**src/rtl/dma_run_pkg.sv**
```systemverilog
package dma_run_pkg;

    localparam int CMD_W = 2;

    typedef enum logic [1:0] {
        RS_OFF  = 2'd0,
        RS_RUN  = 2'd1,
        RS_HOLD = 2'd2
    } run_state_e;

    localparam logic [1:0] STATUS_FAULT = 2'd3;

    localparam logic [CMD_W-1:0] DCMD_PAUSE = CMD_W'(1);
    localparam logic [CMD_W-1:0] DCMD_END   = CMD_W'(2);

    typedef enum logic [1:0] {
        OUT_NEXT  = 2'd0,
        OUT_END   = 2'd1,
        OUT_PAUSE = 2'd2
    } dsc_outcome_e;

    typedef enum logic [1:0] {
        ACT_NONE    = 2'd0,
        ACT_START   = 2'd1,
        ACT_RESUME  = 2'd2,
        ACT_ABANDON = 2'd3
    } ctl_action_e;

    typedef struct packed {
        run_state_e st;
        logic       fault;
        logic       run;
        logic       clr_en;
        logic       clr_cont;
        logic       reload;
        logic       reload_start;
        logic       done_evt;
        logic       pause_evt;
    } run_regs_t;

endpackage

```
**src/rtl/dma_run_cmd_dec.sv**
```systemverilog
module dma_run_cmd_dec
    import dma_run_pkg::*;
(
    input  logic             mem_mode_i,
    input  logic [CMD_W-1:0] cmd_i,
    output dsc_outcome_e     outcome_o
);
    always_comb begin
        if (!mem_mode_i) begin
            outcome_o = OUT_END;
        end else if (cmd_i == DCMD_END) begin
            outcome_o = OUT_END;
        end else if (cmd_i == DCMD_PAUSE) begin
            outcome_o = OUT_PAUSE;
        end else begin
            outcome_o = OUT_NEXT;
        end
    end
endmodule

```
**src/rtl/dma_run_ctl_dec.sv**
```systemverilog
module dma_run_ctl_dec
    import dma_run_pkg::*;
(
    input  run_state_e  st_i,
    input  logic        en_i,
    input  logic        cont_i,
    output ctl_action_e act_o
);
    always_comb begin
        act_o = ACT_NONE;
        case (st_i)
            RS_OFF:  if (en_i) act_o = ACT_START;
            RS_HOLD: if (cont_i) act_o = en_i ? ACT_RESUME : ACT_ABANDON;
            default: act_o = ACT_NONE;
        endcase
    end
endmodule

```
**src/rtl/dma_run_ctl.sv**
```systemverilog
module dma_run_ctl
    import dma_run_pkg::*;
(
    input  logic             clk,
    input  logic             rst_n,
    input  logic             ctl_wr_i,
    input  logic             en_i,
    input  logic             cont_i,
    input  logic             cont_from_start_i,
    input  logic             mem_mode_i,
    input  logic             dsc_done_i,
    input  logic [CMD_W-1:0] dsc_cmd_i,
    input  logic             fetch_err_i,
    output logic [1:0]       status_o,
    output logic             run_o,
    output logic             clr_en_o,
    output logic             clr_cont_o,
    output logic             reload_o,
    output logic             reload_start_o,
    output logic             done_evt_o,
    output logic             pause_evt_o
);
    run_regs_t    regs_d, regs_q;
    dsc_outcome_e outcome;
    ctl_action_e  action;

    dma_run_cmd_dec u_cmd_dec (
        .mem_mode_i (mem_mode_i),
        .cmd_i      (dsc_cmd_i),
        .outcome_o  (outcome)
    );

    dma_run_ctl_dec u_ctl_dec (
        .st_i   (regs_q.st),
        .en_i   (en_i),
        .cont_i (cont_i),
        .act_o  (action)
    );

    always_comb begin
        regs_d              = regs_q;
        regs_d.run          = 1'b0;
        regs_d.clr_en       = 1'b0;
        regs_d.clr_cont     = 1'b0;
        regs_d.reload       = 1'b0;
        regs_d.reload_start = 1'b0;
        regs_d.done_evt     = 1'b0;
        regs_d.pause_evt    = 1'b0;
        if (regs_q.st == RS_RUN) begin
            if (fetch_err_i) begin
                regs_d.st    = RS_OFF;
                regs_d.fault = 1'b1;
            end else if (dsc_done_i) begin
                regs_d.done_evt = 1'b1;
                case (outcome)
                    OUT_END: begin
                        regs_d.st     = RS_OFF;
                        regs_d.clr_en = 1'b1;
                    end
                    OUT_PAUSE: begin
                        regs_d.st        = RS_HOLD;
                        regs_d.pause_evt = 1'b1;
                    end
                    default: begin
                        regs_d.reload = 1'b1;
                    end
                endcase
            end
        end else if (ctl_wr_i) begin
            if (en_i) regs_d.fault = 1'b0;
            case (action)
                ACT_START: begin
                    regs_d.st           = RS_RUN;
                    regs_d.run          = 1'b1;
                    regs_d.reload       = 1'b1;
                    regs_d.reload_start = 1'b1;
                end
                ACT_RESUME: begin
                    regs_d.st           = RS_RUN;
                    regs_d.run          = 1'b1;
                    regs_d.reload       = 1'b1;
                    regs_d.reload_start = cont_from_start_i;
                    regs_d.clr_cont     = 1'b1;
                end
                ACT_ABANDON: begin
                    regs_d.st = RS_OFF;
                end
                default: ;
            endcase
        end
    end

    always_ff @(posedge clk or negedge rst_n) begin
        if (!rst_n) begin
            regs_q <= '{st: RS_OFF, default: 1'b0};
        end else begin
            regs_q <= regs_d;
        end
    end

    assign status_o       = regs_q.fault ? STATUS_FAULT : regs_q.st;
    assign run_o          = regs_q.run;
    assign clr_en_o       = regs_q.clr_en;
    assign clr_cont_o     = regs_q.clr_cont;
    assign reload_o       = regs_q.reload;
    assign reload_start_o = regs_q.reload_start;
    assign done_evt_o     = regs_q.done_evt;
    assign pause_evt_o    = regs_q.pause_evt;

    AST_FETCH_ERR_FAULT: assert property (@(posedge clk) disable iff (!rst_n)
        (status_o == 2'd1 && fetch_err_i) |=> (status_o == STATUS_FAULT && !done_evt_o));

    AST_DONE_EVENT: assert property (@(posedge clk) disable iff (!rst_n)
        (status_o == 2'd1 && dsc_done_i && !fetch_err_i) |=> done_evt_o);

    AST_REG_MODE_ENDS: assert property (@(posedge clk) disable iff (!rst_n)
        (status_o == 2'd1 && dsc_done_i && !fetch_err_i && !mem_mode_i) |=> (status_o == 2'd0 && clr_en_o));

    AST_START_RELOAD: assert property (@(posedge clk) disable iff (!rst_n)
        (status_o == 2'd0 && ctl_wr_i && en_i) |=> (run_o && reload_o && reload_start_o && status_o == 2'd1));

    AST_RESUME_CLEARS_CONT: assert property (@(posedge clk) disable iff (!rst_n)
        clr_cont_o |-> (run_o && reload_o && status_o == 2'd1));

    AST_PAUSE_STATUS: assert property (@(posedge clk) disable iff (!rst_n)
        pause_evt_o |-> (status_o == 2'd2));

    AST_PULSE_EXCLUSIVE: assert property (@(posedge clk) disable iff (!rst_n)
        $onehot0({run_o, clr_en_o, pause_evt_o}));

    AST_IDLE_IGNORES_DONE: assert property (@(posedge clk) disable iff (!rst_n)
        (status_o != 2'd1 && !ctl_wr_i) |=> $stable(status_o) && !done_evt_o);

endmodule

```
**config.mk**
```make
export PLATFORM = sky130hd
export DESIGN_NAME = dma_run_ctl
export DESIGN_NICKNAME = d
export VERILOG_FILES = /design/src/rtl/dma_run_pkg.sv /design/src/rtl/dma_run_cmd_dec.sv /design/src/rtl/dma_run_ctl_dec.sv /design/src/rtl/dma_run_ctl.sv
export SDC_FILE = /design/constraint.sdc
export NUM_CORES = 1
export LEC_CHECK = 0
export BUFFER_PORTS_ARGS = -buffer_cell sky130_fd_sc_hd__buf_2
export CORE_AREA = 4 4 41 43
export DETAILED_ROUTE_END_ITERATION = 10
export DIE_AREA = 0 0 45 47
export GPL_TIMING_DRIVEN = 0
export PLACE_DENSITY = 0.76
export SYNTH_ARGS = -nofsm -noshare
export SYNTH_HDL_FRONTEND = slang
export SYNTH_SLANG_ARGS = --single-unit
export TNS_END_PERCENT = 20
```
**constraint.sdc**
```tcl
create_clock -name clk -period 3.33 [get_ports clk]
set_input_delay 0.1665 -clock clk [delete_from_list [all_inputs] [get_ports clk]]
set_output_delay 0.1665 -clock clk [all_outputs]
set_load 0.005 [all_outputs]
```
==> run_results.csv <==
group,metric,value,unit
status,outcome,"finished clean",
power_and_ir_drop,finalPower,0.3394,mW
power_and_ir_drop,pwr-share-clk,22.4,%
grt,grt_pass1_wl,1.469,mm
finish,diodes,0,
detailed_routing,route.detailed.drc,0,
power_and_ir_drop,p_seq_share,48.1,%
worst_setup_path,critPathKind,"flop to flop",
worst_setup_path,critPathRequiredTime,3470,ps
finish,nFillCells,132,
clock_network,htree_num_levels,1,
place,io_buffers,19,
clock_network,numCtsBuffers,3,
worst_setup_path,cp-startpoint,"regs_q[9]$_DFFE_PN0P_",
worst_setup_path,cp-end-kind,"flop",
die,die_w,45,um
finish,area_growth,27.66,%
worst_setup_path,ff2ff_path_depth,7,
timing,fin_setup_tns,0,ps
worst_setup_path,endpoint,"regs_q[9]$_DFFE_PN0P_",
worst_setup_path,rr_startpoint,"regs_q[9]$_DFFE_PN0P_",
detailed_routing,ant_nets,0,
grt,track_usage,10.51,%
worst_setup_path,r2r_slack,1580,ps
worst_setup_path,crit_fanout,7,
grt,grt_pass1_vias,385,
job,cap_violations,0,
clock_network,clkSlewWorstSetupHoldPaths,60,ps
timing,tightest_slew,236.0,ps
grt,grt-ovfl-total,0,
clock_network,cts.sinks,10,
power_and_ir_drop,p_sw,0.1041,mW
power_and_ir_drop,ir_drop,0.2129,mV
synthesis,syn_area_per_cell,9.801,um2
place,hpwl,797.9,um
timing,hold_viol,0,
worst_setup_path,start_kind,"flop",
power_and_ir_drop,swShare,30.66,%
finish,nets,95,
clock_network,cts_tree,"done",
synthesis,ys_ff_latch,10,
finish,layout_commonest_cell,"buf_2",
detailed_routing,via_count,433,
place,dp.cells,88,
detailed_routing,wl_per_cell,10.20,um
clock_network,ctsResizeCount,0,
place,place_congestion,0.7920,
die,die_area,2115,um2
die,rows,13,
clock_network,insertion_delay,250,ps
timing,period_minus_slack,1754,ps
timing,finalSetupViolCount,0,
timing,skew,0.9268,ps
synthesis,synth_cell_types,20,
power_and_ir_drop,internal-power,0.2354,mW
synthesis,synth_warnings,0,
timing,drv_slew,0,
synthesis,netlist_area,529.3,um2
grt,antenna_found_initial,0,
timing,clock.fmax,570.0,MHz
finish,drive_gt1_share,36.36,%
detailed_routing,firstDrtPassIters,2,
synthesis,netlist_instances,54,
finish,mostFrequentLayoutCells,"buf_2 (19), dfrtp_1 (10), inv_1 (7), nand2_1 (7), ha_1 (5)",
die,die_y,47,um
grt,grt_max_degree,11,
timing,relSlewSlack,84.26,%
clock_network,cts.root.buffer_cell,"clkbuf_4",
die,pin_count,20,
worst_setup_path,r2r-end,"regs_q[9]$_DFFE_PN0P_",
die,start_util,40.67,%
finish,fin_cells,92,
finish,post-route-util,51.92,%
synthesis,syn_nets,70,
detailed_routing,wl,938,um
power_and_ir_drop,combPwrFrac,29.6,%
power_and_ir_drop,p_leak,0.4023,nW
detailed_routing,drt_iter0_drc,3,
worst_hold_path,holdCritPathClass,"primary input to flop",
worst_setup_path,cp.arrival,1900,ps
timing,period_share,52.69,%
synthesis,ys_seq_area_share,47.28,%
place,post_dp_cell_area,643.1,um2
timing,rsz0062_at_grt,"false",
detailed_routing,avgViaCountPerCell,4.707,
power_and_ir_drop,p_per_area,502.4,nW/um2
finish,final_cell_area,675.6,um2
die,core,1301,um2
clock_network,cts_buffer_depth,2,
cell type report:
class	count	area [um2]	area share (%)
multi-input cells	37	252.7	37.41
clock buffers	3	22.52	3.333
repair buffers	20	105.1	15.56
inverters	7	26.28	3.889
flip-flops and latches	10	250.2	37.04
well taps	15	18.77	2.778
metal layers:
metal  vias up  track usage (%)  wire length (um)  share of wire [%]
met5         -                0                 0                  0
met4         0            12.28                36                3.8
met3         4            2.299                41                4.4
met2        11            16.38               464                 49
met1       196            10.95               395                 42
li1        222                -                 -                  -
cell usage after synthesis:
library cell | number | share of area (%)
dfrtp_1 | 10 | 47
inv_1 | 7 | 5.0
nand2_1 | 7 | 5.0
ha_1 | 5 | 12
or2_2 | 4 | 4.7
a21oi_1 | 3 | 2.8
nand2b_1 | 2 | 2.4
nand3_1 | 2 | 1.9
nor2_1 | 2 | 1.4
o21ai_0 | 2 | 1.9
a21o_1 | 1 | 1.4
a22o_1 | 1 | 1.7
a2bb2oi_1 | 1 | 1.7
and2_1 | 1 | 1.2
and2_4 | 1 | 1.7
and3_1 | 1 | 1.2
and4bb_4 | 1 | 3.1
nor2b_1 | 1 | 1.2
o21a_1 | 1 | 1.4
o21bai_1 | 1 | 1.4
critical path, stage by stage, from the launching register on:
cell     delay [ps]
dfrtp_1         430
nand2_1          80
or2_2           290
a21oi_1         210
ha_1            270
inv_1            70
o21ai_0          90
a22o_1          190
metrics by stage:
step / hold slack [ps] / setup WS (ps)
CTS: 150.2 / 1560
detailed placement: 29.15 / 1584
global placement: 23.99 / 1617
global route: 213.8 / 1440
finish: 161.0 / 1576
floorplan: -129.1 / 1751
power by group through the flow:
| stage | Sequential [mW] | Combinational, mW | Clock [mW] |
|---|---|---|---|
| floorplan | 0.161 | 0.0638 | 0 |
| global placement | 0.164 | 0.0974 | 0 |
| detailed placement | 0.165 | 0.102 | 0 |
| CTS | 0.163 | 0.103 | 0.0800 |
| global route | 0.167 | 0.115 | 0.0838 |
| finish | 0.163 | 0.100 | 0.0759 |
repair_timing:
action | 4_1_cts | 5_1_grt
buffers inserted | 0 | 0
setup endpoints to repair | 0 | 0
endpoints found under the hold margin | 10 | 0
hold buffers | 1 | 0
worst min-delay path by stage:
stage	startpoint	endpoint	slack (ps)	depth (start not counted)
finish	cont_from_start_i	reload_start_o$_DFF_PN0_	160	3
floorplan	rst_n	clr_cont_o$_DFF_PN0_	-130	0
detailed placement	rst_n	done_evt_o$_DFF_PN0_	30	1
global placement	rst_n	clr_en_o$_DFF_PN0_	20	1
CTS	cont_from_start_i	reload_start_o$_DFF_PN0_	150	3
global route	cont_from_start_i	reload_start_o$_DFF_PN0_	210	3
logic make-up after synthesis:
group	share of synthesized area [%]
AOI/OAI and AO/OA	12.29
adders and majority gates	11.82
buffers and inverters	4.965
DFF	47.28
and+or+nand+nor	23.64
flip-flops by register name, summed over array words and instances (netlist names):
signal / count
regs_q: 3
clr_en_o: 1
clr_cont_o: 1
reload_start_o: 1
reload_o: 1
run_o: 1
done_evt_o: 1
pause_evt_o: 1
No activity file was read; power rests on OpenSTA's default activity.
